<file path="src/rtl/dtmf_cmd_pkg.sv">
package dtmf_cmd_pkg;
  localparam int SER_BITS = 5;
  localparam int PAR_BITS = 4;
  localparam int DIGIT_W  = 4;
  localparam int SYNC_STAGES = 2;

  typedef enum logic [1:0] {
    K_DIGIT  = 2'd0,
    K_STOP   = 2'd1,
    K_UNUSED = 2'd2
  } kind_e;
endpackage

</file>
<file path="src/rtl/dtmf_sync.sv">
module dtmf_sync #(
  parameter int WIDTH  = 1,
  parameter int STAGES = 2,
  parameter logic [WIDTH-1:0] RST_VAL = '0
) (
  input  logic             clk,
  input  logic             rst,
  input  logic [WIDTH-1:0] d_i,
  output logic [WIDTH-1:0] q_o
);
  logic [STAGES-1:0][WIDTH-1:0] stg;

  always_ff @(posedge clk) begin
    if (rst) begin
      stg <= {STAGES{RST_VAL}};
    end else begin
      stg[0] <= d_i;
      for (int s = 1; s < STAGES; s++) begin
        stg[s] <= stg[s-1];
      end
    end
  end

  assign q_o = stg[STAGES-1];
endmodule

</file>
<file path="src/rtl/dtmf_ser_rx.sv">
module dtmf_ser_rx #(
  parameter int CODE_W = dtmf_cmd_pkg::SER_BITS
) (
  input  logic              clk,
  input  logic              rst,
  input  logic              en_i,
  input  logic              sclk_i,
  input  logic              sdata_i,
  output logic              stb_o,
  output logic [CODE_W-1:0] code_o
);
  localparam int CNT_W = $clog2(CODE_W);
  localparam logic [CNT_W-1:0] LAST = CNT_W'(CODE_W - 1);

  logic              sclk_q;
  logic              fall;
  logic [CNT_W-1:0]  cnt;
  logic [CODE_W-1:0] sh;

  assign fall = en_i & sclk_q & ~sclk_i;

  always_ff @(posedge clk) begin
    if (rst) begin
      sclk_q <= 1'b1;
      cnt    <= '0;
      sh     <= '0;
      stb_o  <= 1'b0;
      code_o <= '0;
    end else begin
      sclk_q <= sclk_i;
      stb_o  <= 1'b0;
      if (!en_i) begin
        cnt <= '0;
      end else if (fall) begin
        if (cnt == LAST) begin
          cnt    <= '0;
          stb_o  <= 1'b1;
          code_o <= {sdata_i, sh[CODE_W-1:1]};
        end else begin
          cnt <= cnt + 1'b1;
          sh  <= {sdata_i, sh[CODE_W-1:1]};
        end
      end
    end
  end

  AST_CNT_RANGE: assert property (@(posedge clk) disable iff (rst) cnt <= LAST);
  AST_ABORT_CLR: assert property (@(posedge clk) disable iff (rst) !en_i |=> cnt == '0);
  AST_STB_ONE_CYCLE: assert property (@(posedge clk) disable iff (rst) stb_o |=> !stb_o);
endmodule

</file>
<file path="src/rtl/dtmf_par_cap.sv">
module dtmf_par_cap #(
  parameter int W = dtmf_cmd_pkg::PAR_BITS
) (
  input  logic         clk,
  input  logic         rst,
  input  logic         en_i,
  input  logic         ce_n_i,
  input  logic [W-1:0] data_i,
  output logic         stb_o,
  output logic [W-1:0] code_o
);
  logic ce_q;
  logic fire;

  assign fire = en_i & ce_q & ~ce_n_i;

  always_ff @(posedge clk) begin
    if (rst) begin
      ce_q   <= 1'b1;
      stb_o  <= 1'b0;
      code_o <= '0;
    end else begin
      ce_q  <= ce_n_i;
      stb_o <= fire;
      if (fire) code_o <= data_i;
    end
  end

  AST_PAR_ONE_SHOT: assert property (@(posedge clk) disable iff (rst) stb_o |=> !stb_o);
endmodule

</file>
<file path="src/rtl/dtmf_cmd_dec.sv">
module dtmf_cmd_dec
  import dtmf_cmd_pkg::*;
#(
  parameter int SER_W = SER_BITS,
  parameter int PAR_W = PAR_BITS,
  parameter int DIG_W = DIGIT_W
) (
  input  logic             clk,
  input  logic             rst,
  input  logic             clear_i,
  input  logic             ser_stb_i,
  input  logic [SER_W-1:0] ser_code_i,
  input  logic             par_stb_i,
  input  logic [PAR_W-1:0] par_code_i,
  output logic [DIG_W-1:0] digit_o,
  output logic             tone_o,
  output logic             valid_o
);
  kind_e kind;

  always_comb begin
    if (&ser_code_i)                  kind = K_STOP;
    else if (!ser_code_i[SER_W-1])    kind = K_DIGIT;
    else                              kind = K_UNUSED;
  end

  always_ff @(posedge clk) begin
    if (rst) begin
      digit_o <= '0;
      tone_o  <= 1'b0;
      valid_o <= 1'b0;
    end else begin
      valid_o <= 1'b0;
      if (clear_i) begin
        tone_o <= 1'b0;
      end else if (par_stb_i) begin
        digit_o <= DIG_W'(par_code_i);
        tone_o  <= 1'b1;
        valid_o <= 1'b1;
      end else if (ser_stb_i) begin
        case (kind)
          K_DIGIT: begin
            digit_o <= DIG_W'(ser_code_i);
            tone_o  <= 1'b1;
            valid_o <= 1'b1;
          end
          K_STOP:  tone_o <= 1'b0;
          default: ;
        endcase
      end
    end
  end

  AST_PULSE_ONE: assert property (@(posedge clk) disable iff (rst) valid_o |=> !valid_o);
  AST_VALID_TONE: assert property (@(posedge clk) disable iff (rst) valid_o |-> tone_o);
  AST_STOP_CLEARS: assert property (@(posedge clk) disable iff (rst) (ser_stb_i && !par_stb_i && &ser_code_i) |=> (!tone_o && $stable(digit_o) && !valid_o));
  AST_UNUSED_HOLDS: assert property (@(posedge clk) disable iff (rst) (ser_stb_i && !par_stb_i && !clear_i && ser_code_i[SER_W-1] && !(&ser_code_i)) |=> ($stable(digit_o) && $stable(tone_o) && !valid_o));
endmodule

</file>
<file path="src/rtl/dtmf_cmd_if.sv">
module dtmf_cmd_if
  import dtmf_cmd_pkg::*;
#(
  parameter int PAR_W  = PAR_BITS,
  parameter int SER_W  = SER_BITS,
  parameter int DIG_W  = DIGIT_W,
  parameter int STAGES = SYNC_STAGES
) (
  input  logic             clk,
  input  logic             rst,
  input  logic             mode_par_i,
  input  logic             ce_n_i,
  input  logic             sclk_i,
  input  logic             sdata_i,
  input  logic [PAR_W-1:0] pdata_i,
  output logic [DIG_W-1:0] digit_o,
  output logic             tone_en_o,
  output logic             code_valid_o
);
  localparam int SYNC_W = 4 + PAR_W;
  localparam logic [SYNC_W-1:0] SYNC_RST = {1'b0, 1'b1, 1'b1, 1'b0, {PAR_W{1'b0}}};

  logic [SYNC_W-1:0] sync_q;
  logic              mode_s, ce_n_s, sclk_s, sdata_s;
  logic [PAR_W-1:0]  pdata_s;
  logic              mode_q, mode_chg, clear;
  logic              ser_en, par_en;
  logic              ser_stb, par_stb;
  logic [SER_W-1:0]  ser_code;
  logic [PAR_W-1:0]  par_code;

  dtmf_sync #(.WIDTH(SYNC_W), .STAGES(STAGES), .RST_VAL(SYNC_RST)) sync_i (
    .clk (clk),
    .rst (rst),
    .d_i ({mode_par_i, ce_n_i, sclk_i, sdata_i, pdata_i}),
    .q_o (sync_q)
  );

  assign {mode_s, ce_n_s, sclk_s, sdata_s, pdata_s} = sync_q;

  always_ff @(posedge clk) begin
    if (rst) mode_q <= 1'b0;
    else     mode_q <= mode_s;
  end

  assign mode_chg = mode_q ^ mode_s;
  assign clear    = ce_n_s | mode_chg;
  assign ser_en   = ~mode_s & ~ce_n_s & ~mode_chg;
  assign par_en   = mode_s & ~mode_chg;

  dtmf_ser_rx #(.CODE_W(SER_W)) ser_i (
    .clk     (clk),
    .rst     (rst),
    .en_i    (ser_en),
    .sclk_i  (sclk_s),
    .sdata_i (sdata_s),
    .stb_o   (ser_stb),
    .code_o  (ser_code)
  );

  dtmf_par_cap #(.W(PAR_W)) par_i (
    .clk    (clk),
    .rst    (rst),
    .en_i   (par_en),
    .ce_n_i (ce_n_s),
    .data_i (pdata_s),
    .stb_o  (par_stb),
    .code_o (par_code)
  );

  dtmf_cmd_dec #(.SER_W(SER_W), .PAR_W(PAR_W), .DIG_W(DIG_W)) dec_i (
    .clk        (clk),
    .rst        (rst),
    .clear_i    (clear),
    .ser_stb_i  (ser_stb),
    .ser_code_i (ser_code),
    .par_stb_i  (par_stb),
    .par_code_i (par_code),
    .digit_o    (digit_o),
    .tone_o     (tone_en_o),
    .valid_o    (code_valid_o)
  );

  AST_CE_CLEARS: assert property (@(posedge clk) disable iff (rst) ce_n_s |=> !tone_en_o);
  AST_ONE_SOURCE: assert property (@(posedge clk) disable iff (rst) !(ser_stb && par_stb));
  AST_MODE_CLEARS: assert property (@(posedge clk) disable iff (rst) mode_chg |=> !tone_en_o);
endmodule

</file>
<file path="config.mk">
export PLATFORM = sky130hd
export DESIGN_NAME = dtmf_cmd_if
export DESIGN_NICKNAME = d
export VERILOG_FILES = /design/src/rtl/dtmf_cmd_pkg.sv /design/src/rtl/dtmf_sync.sv /design/src/rtl/dtmf_ser_rx.sv /design/src/rtl/dtmf_par_cap.sv /design/src/rtl/dtmf_cmd_dec.sv /design/src/rtl/dtmf_cmd_if.sv
export SDC_FILE = /design/constraint.sdc
export NUM_CORES = 1
export LEC_CHECK = 0
export BUFFER_PORTS_ARGS = -buffer_cell sky130_fd_sc_hd__buf_2
export CAP_MARGIN = 10
export CORE_MARGIN = 10
export CORE_UTILIZATION = 37
export DETAILED_ROUTE_END_ITERATION = 16
export PLACE_DENSITY_LB_ADDON = 0.15
export SYNTH_ARGS = -nofsm -noshare
export SYNTH_HDL_FRONTEND = slang
export SYNTH_HIERARCHICAL = 1
export SYNTH_SLANG_ARGS = --single-unit
</file>
<file path="constraint.sdc">
create_clock -name clk -period 2.2 [get_ports clk]
set_input_delay 0.44 -clock clk [delete_from_list [all_inputs] [get_ports clk]]
set_output_delay 0.44 -clock clk [all_outputs]
set_load 0.03 [all_outputs]
</file>
### After elaboration in Yosys (flattened, before gate mapping)

Index checks and enable logic that the tools add are counted.

* output and inout port bits: 6
* bits in registers: 44
* memory bits (writable): 0
* memories: 0
* bits in read-only memories: 0
* bits of input ports: 10
* logic and storage cells: 59
* bits in latches: 0

* shifts and indexed selects: 0
* order comparisons: 0
* bitwise operators: 17
* add/subtract/negate cells: 1
* multipliers: 0
* mux-type cells: 13
* reduce and logical (&&, ||, !) cells: 12
* div/mod/pow operators: 0
* eq/ne operators: 2

Operators by type and width (number)
* $mux W4: 3
* $reduce_and A3 Y1: 3
* $not A1 Y1: 8
* $and A1 B1 Y1: 7
* $mux W1: 6
* $reduce_and A5 Y1: 1
* $mux W2: 2
* $reduce_bool A2 Y1: 2
* $reduce_or A2 Y1: 2
* $add A3 B1 Y3 const B: 1
* $eq A3 B3 Y1 const B: 1
* $mux W3: 1
* $reduce_bool A3 Y1: 1
* $reduce_or A3 Y1: 1
* $eq A2 B1 Y1 const B: 1
* $logic_not A2 Y1: 1
* $pmux W1 S2: 1
* $reduce_and A2 Y1: 1
* $or A1 B1 Y1: 1
* $xor A1 B1 Y1: 1

### Logic depth before layout (Yosys ltp)

Gate-level depths: netlist of run 1.

* word-level depth: 7
* gate-level depth with buffers: 6
* depth with buffers taken out: 5

### By module

The synthesis of run 1 kept the hierarchy.

Modules (own cells, without submodules)
* dtmf_ser_rx: seq. area each 280.3 um2, cells an instance 55, area each 601.8 um2, times used 1
* dtmf_sync: seq. area each 320.3 um2, cells an instance 41, area each 499.2 um2, times used 1
* dtmf_cmd_dec: seq. area each 120.1 um2, cells an instance 32, area each 324.1 um2, times used 1
* dtmf_par_cap: seq. area each 120.1 um2, cells an instance 23, area each 244.0 um2, times used 1
* dtmf_cmd_if: seq. area each 20.0 um2, cells an instance 5, area each 50.0 um2, times used 1

### Least setup slack after synthesis of run 1

Ideal clock, no wire load.

* kind: register to register
* from: register sync_i.stg, in the netlist sync_i/q_o[7]
* to: register ser_i.code_o[0]
* data arrival time: 1.600 ns
* required time: 2.079 ns
* path buffers: 1
* setup slack: 0.479 ns
* cell stages (with the launch flop): 6
* cell sequence: dfxtp_1 > buf_4 > ha_1 > nor3_1 > nand4_4 > mux2i_1

* cells in the longest elaborated chain, start to end: 6
* elaborated cells between the ends (all ways): 8
* those cells by class: bitwise: 7; reduce/logical: 1

RTL lines
* from (decl): RTL line dtmf_sync.sv:11 `logic [STAGES-1:0][WIDTH-1:0] stg;`
* from (signal assigned): RTL line dtmf_sync.sv:15 `stg <= {STAGES{RST_VAL}};`
* from (signal, indexed assignment): RTL line dtmf_sync.sv:19 `stg[s] <= stg[s-1];`
* $not A1 Y1 or $xor A1 B1 Y1 (tied branches): RTL line dtmf_cmd_if.sv:48, dtmf_cmd_if.sv:46
* $and A1 B1 Y1 or $not A1 Y1 (tied branches): RTL line dtmf_cmd_if.sv:48 `assign ser_en = ~mode_s & ~ce_n_s & ~mode_chg;`
* $and A1 B1 Y1 *: RTL line dtmf_cmd_if.sv:48
* net ser_en: RTL line dtmf_cmd_if.sv:27 `logic ser_en, par_en;`
* $and A1 B1 Y1 (2 in a row): RTL line dtmf_ser_rx.sv:20 `assign fall = en_i & sclk_q & ~sclk_i;`
* $reduce_and A3 Y1 (no line) *
* to (signal assigned): RTL line dtmf_ser_rx.sv:38 `code_o <= {sdata_i, sh[CODE_W-1:1]};`
* to (decl): RTL line dtmf_ser_rx.sv:10 `output logic [CODE_W-1:0] code_o`

The timed path passes the listed nets; every way through them passes the cells marked *.
A chain may end at the register's enable or synchronous reset.

### Worst setup path after layout of run 1

* from: register sync_i.stg, in the netlist sync_i/q_o[7]
* to: register dec_i.digit_o[0]

* cells in the longest elaborated chain, start to end: 4

RTL lines
* $xor A1 B1 Y1: RTL line dtmf_cmd_if.sv:46 `assign mode_chg = mode_q ^ mode_s;`
* $or A1 B1 Y1: RTL line dtmf_cmd_if.sv:47 `assign clear = ce_n_s | mode_chg;`
* net clear: RTL line dtmf_cmd_if.sv:26 `logic mode_q, mode_chg, clear;`
* $not A1 Y1 (no line)
* $reduce_and A3 Y1 (no line)
* to (signal assigned): RTL line dtmf_cmd_dec.sv:37 `digit_o <= DIG_W'(par_code_i);`
* to (signal assigned): RTL line dtmf_cmd_dec.sv:43 `digit_o <= DIG_W'(ser_code_i);`
* to (decl): RTL line dtmf_cmd_dec.sv:15 `output logic [DIG_W-1:0] digit_o,`

The timed path passes the listed nets, and every way through them passes these cells.

==> impl_metrics.tcl, run 1 <==
set metrics [dict create \
    synthCells 156 \
    cts_setup_buffers 0 \
    synthArstFlopShare_pct 0 \
    fin_skew_ns 0.00686 \
    ys_seq_elements 43 \
    h-tree-depth 2 \
    wl_per_cell_um 11.3 \
    die_height_um 88.2 \
    grt_usage_pct 7.27 \
    post-route-min-period_ns 1.46 \
    final_cell_mix "dfxtp_1, nand2b_1, mux2i_1" \
    synth_warnings 6 \
    power_density_mw_per_mm2 715 \
    routabilityCongestion 0.764 \
    dr.pass1.iters 2 \
    core_mm2 0.00441 \
    seq_area_frac_synth_pct 50.1 \
    fin_setup_tns_ns 0 \
    status "complete, no violations" \
    initial_core_util_pct 38.9 \
    p_clk_share_pct 36.3 \
    drv_cap 0 \
    period_share_pct 66.3 \
    area_delta_synth_final_pct 7.71 \
    cp-start-kind "flip-flop" \
    p_seq_share_pct 60.2 \
    clockBufferDepth 2 \
    critical_path.endpoint_type "flip-flop" \
    hold_start "sclk_i" \
    grt_pass1_wl_mm 4.46 \
    wl_mm 2.47 \
    synth.distinct_cells 31 \
    drc 0 \
    critPathCapture "dec_i/digit_o[0]" \
    arrival_ns 1.64 \
    r2r_start "sync_i/q_o[7]" \
    max_clock_freq_ghz 0.686 \
    dp_slack_ns 0.583 \
    nets 179 \
    rsz0062_at_grt "no" \
    ctsResizeCount 0 \
    p_sw_mw 0.261 \
    syn_area_mm2 0.00172 \
    finalHoldViolations 0 \
    synthFlopType "dfxtp_1" \
    drive_gt1_share_pct 20.5 \
    switching_share_pct 19.7 \
    vias 990 \
    antenna_found_initial 0 \
    dieWidth_um 88.2 \
    layout_commonest_cell "dfxtp_1" \
    root_buffer "clkbuf_8" \
    cp_max_fo 6 \
    vdd_drop_max_mv 0.398 \
    r2r-end "dec_i/digit_o[0]" \
    grt_pass1_vias 1036 \
    viasPerCell 4.54 \
    avgSynthCellArea_um2 11.0 \
    reg2reg_depth 4 \
    drtIter0Drc 35 \
    slew_violations 0 \
    grt_start_max_net_pins 51 \
    final_antenna_net_count 0 \
    rows 24 \
    cts_inserted_buffers 5 \
    fp.dieArea_mm2 0.00777 \
    required_ns 2.38 \
    p_int_mw 1.06 \
    finalWorstSetupSlack_ns 0.742 \
    worst_pin_slew_ns 0.660 \
    hp-class "input pin to flip-flop" \
    portBuffers 15 \
    place_hpwl_mm 1.83 \
    worst_skew_pair.late_latency_ns 0.29 \
    relSlewSlack_pct 56.0 \
    clkTransAtPathRegs_ns 0.08 \
    min_path_cells 2 \
    r2r_slack_ns 0.74 \
    crit_type "flip-flop to flip-flop" \
    syn_nets 169 \
    io_pins 16 \
    startpoint "sync_i/q_o[7]" \
    setup_viol 0 \
    numClockSinks 43 \
    antenna_cells 0 \
    p_leak_nw 0.784 \
    hold_buffers 0 \
    comb_power_share_pct 3.5 \
    gr-total-overflow 0 \
    synth_edf_count 0 \
    cts_tree "done" \
]
cell usage after synthesis, types with 2 or more instances:
cell	number	area (um^2)
nand2_1	3	11.3
mux2i_1	17	170
o21ai_0	3	15.0
and2b_1	9	67.6
nand2b_1	19	119
buf_6	3	33.8
buf_4	8	60.1
ha_1	3	37.5
or2_1	5	31.3
inv_1	2	7.51
nor2_1	8	30.0
or2_2	2	12.5
mux2_2	4	45.0
a21oi_1	2	10.0
dfxtp_1	43	861
nor2b_1	10	62.6
registers in the layout, indices dropped and copies added, names as in the netlist, 3 cells and up:
| signal | count |
|---|---|
| ser_i/cnt | 3 |
| ser_i/sh | 4 |
| ser_i/code_o | 5 |
| sync_i/stg | 8 |
| par_i/code_o | 4 |
| sync_i/q_o | 8 |
| dec_i/digit_o | 4 |
worst max-delay path: stages (launching register included):
cell,delay [ns]
dfxtp_1,0.32
ha_1,0.30
or2_1,0.24
o21bai_4,0.21
mux2_2,0.29
worst min-delay path by stage:
| stage | end |
|---|---|
| floorplan | sync_i/q_o[5] |
| global placement | sync_i/q_o[6] |
| detailed placement | sync_i/q_o[5] |
| CTS | sync_i/stg[5] |
| global route | sync_i/stg[5] |
| finish | sync_i/stg[5] |
area by class of cell:
cell class / instances / area, um^2
Multi-Input combinational cell: 98 / 748
Clock buffer: 6 / 82.6
Sequential cell: 43 / 861
Timing Repair Buffer: 16 / 82.6
Tap cell: 52 / 65.1
Clock inverter: 1 / 5.00
Inverter: 2 / 7.51
Fill cell: 440 / 2560
metal layers:
metal	part of all wire [%]	track usage, %
met2	44	11.1
met3	6.0	3.34
met4	1.5	3.99
met1	48	8.24
met5	0	0
metrics by stage:
step | total power [mW] | area [um^2] | instances | hold slack [ns] | util, %
6_report | 1.32 | 1850 | 218 | 0.329 | 42.0
5_1_grt | 1.40 | 1850 | 218 | 0.313 | 42.0
4_1_cts | 1.35 | 1850 | 218 | 0.323 | 42.0
3_5_place_dp | 0.863 | 1760 | 211 | 0.389 | 40.0
3_3_place_gp | 0.861 | 1760 | 211 | 0.388 | 40.0
2_1_floorplan | 0.855 | 1720 | 156 | 0.383 | -
power groups by stage:
stage	combinational [mW]	clock (mW)	sequential [mW]
global placement	0.0454	0	0.816
floorplan	0.0414	0	0.813
global route	0.0521	0.544	0.799
detailed placement	0.0468	0	0.816
finish	0.0458	0.481	0.798
CTS	0.0469	0.505	0.798
logic make-up (layout without fill, tap and decap cells):
logic type	count (synthesis)	in the layout	synth area share (%)
buf+inv	15	25	6.40
mux	21	21	12.5
flops	43	43	50.1
compound gates	8	8	3.49
fa+ha+maj	3	3	2.18
simple gates	66	66	25.3
(Power assumes the default switching activity.)
==> inputs of run 2 (changes only) <==
- clock period: 2.2 -> 1.2 ns (I/O delays scaled with it)
==> run 2 against run 1 <==
The flow now finishes with violations (setup timing). Combinational power rose by 140%. Utilization rose by 2.8 points. Sequential power rose by 83%. Critical path type unchanged. Final area rose by 6.8%. First-iteration DRC count fell by 54%. Clock power rose by 75%. Count of clock-buffer cells in the layout rose by 1. Largest power group unchanged. Routed wire length rose by 8.1%. Worst hold slack got worse by 0.19 ns.
==> impl_metrics.tcl, run 2 (synthesis gave the netlist of run 1 again) <==
set metrics [dict create \
    status "finished, violations left" \
    violations "setup timing" \
    critical-path-top-delay-family "flip-flops" \
    p_seq_share_pct 60.6 \
    vdd_drop_max_mv 0.724 \
    setup_viol 18 \
    cts_inserted_buffers 5 \
    p_clk_share_pct 34.8 \
    finalWorstSetupSlack_ns -0.210 \
    drtIter0Drc 16 \
    power_density_mw_per_mm2 1220 \
    initial_core_util_pct 38.9 \
    crit_type "flip-flop to flip-flop" \
    clkTransAtPathRegs_ns 0.07 \
    switching_share_pct 20.2 \
    final_cell_mix "dfxtp_1, nand2b_1, mux2i_1" \
    die_height_um 88.2 \
    dieWidth_um 88.2 \
    hp-class "input pin to flip-flop" \
    dr.pass1.iters 3 \
    wl_mm 2.67 \
    cp_max_fo 6 \
    portBuffers 15 \
    finalPower_mw 2.41 \
    p_int_mw 1.93 \
    relSlewSlack_pct 77.9 \
    layout_commonest_cell "dfxtp_1" \
    grt_pass1_wl_mm 4.55 \
    nets 187 \
    critPathMaxStageDelay_ns 0.33 \
    fin_setup_tns_ns -1.76 \
    holdWs_ns 0.134 \
    antenna_cells 0 \
    final_antenna_net_count 0 \
    critPathBufInv 0 \
    clockBufferDepth 2 \
    h-tree-depth 2 \
    critical_path.endpoint_type "flip-flop" \
    cpMaxStageDelayCell "dfxtp_2" \
    worst_skew_pair.late_latency_ns 0.28 \
    cp-start-kind "flip-flop" \
    root_buffer "clkbuf_8" \
    fin_skew_ns 0.00109 \
    wl_per_cell_um 11.8 \
    post-route-min-period_ns 1.41 \
    gr-total-overflow 0 \
    period_share_pct 118 \
    p_sw_mw 0.487 \
    path_cells "ha_4 > or2_4 > o21bai_4 > mux2_4" \
    grt_usage_pct 7.49 \
    required_ns 1.37 \
    grt_start_max_net_pins 29 \
    vias 1020 \
    numClockSinks 43 \
    drc 0 \
    area_delta_synth_final_pct 15.0 \
    arrival_ns 1.59 \
    drive_gt1_share_pct 29.7 \
    antenna_found_initial 0 \
    p_leak_nw 0.835 \
    rsz0062_at_grt "yes" \
    core_mm2 0.00441 \
    viasPerCell 4.49 \
    fp.dieArea_mm2 0.00777 \
    slew_violations 0 \
    routabilityCongestion 0.732 \
    drv_cap 0 \
    place_hpwl_mm 1.96 \
    cts_tree "done" \
    worst_pin_slew_ns 0.332 \
    final_util_pct 44.8 \
    grt_pass1_vias 1090 \
    rows 24 \
    comb_power_share_pct 4.6 \
    finalHoldViolations 0 \
    max_clock_freq_ghz 0.709 \
    io_pins 16 \
]
## run 2: path summary, 6_finish.rpt
| path | start | end | slack (ns) | cells after the start |
|---|---|---|---|---|
| max | mode_q | dec_i/digit_o[1] | -0.21 | 4 |
| min reg2reg | sync_i/stg[6] | sync_i/q_o[6] | 0.41 | 1 |
| max reg2reg | mode_q | dec_i/digit_o[1] | -0.21 | 4 |
| min | sclk_i | sync_i/stg[5] | 0.13 | 2 |
## run 2: area by class of cell
type / count / area [um^2]
Multi-Input combinational cell: 98 / 805
Fill cell: 425 / 2440
Timing Repair Buffer: 24 / 155
Clock inverter: 1 / 5.00
Tap cell: 52 / 65.1
Sequential cell: 43 / 863
Inverter: 2 / 7.51
Clock buffer: 7 / 76.3
## run 2: power groups by stage
stage,clock [mW],sequential (mW),combinational (mW)
final,0.840,1.46,0.111
after global routing,0.945,1.47,0.124
after CTS,0.893,1.46,0.110
after detailed placement,0,1.50,0.105
after global placement,0,1.50,0.103
after floorplan,0,1.49,0.0800
## run 2: stage by stage
| step | cells | setup WS, ns | instance area (um^2) |
|---|---|---|---|
| 5_1_grt | 227 | -0.250 | 1980 |
| 3_3_place_gp | 218 | -0.198 | 1850 |
| 2_1_floorplan | 156 | -0.215 | 1740 |
| 3_5_place_dp | 218 | -0.231 | 1850 |
| 4_1_cts | 226 | -0.214 | 1960 |
| 6_report | 227 | -0.210 | 1980 |
## run 2: timing repair
item / CTS / global route
hold buffers: 0 / 0
setup endpoints to repair: 17 / 18
buffers inserted: 0 / 1
gates cloned: 0 / 0
gates resized for setup: 7 / 5
pin swaps: 1 / 2
## run 2: routing by layer
layer  GRT usage, %  vias up  routed length [um]
met5              0        -                   0
met4           3.00        0                  32
met3           4.36        4                 165
met2           12.2       21                1160
met1           7.74      459                1310
li1               -      536                   -
## run 2: worst register-to-register path, delay by kind of cell, from the launching register on
family / cells / cell delay, ns
and+or+nand+nor: 1 / 0.23
AOI/OAI and AO/OA: 1 / 0.20
muxes: 1 / 0.31
DFF: 1 / 0.33
adders and majority gates: 1 / 0.23
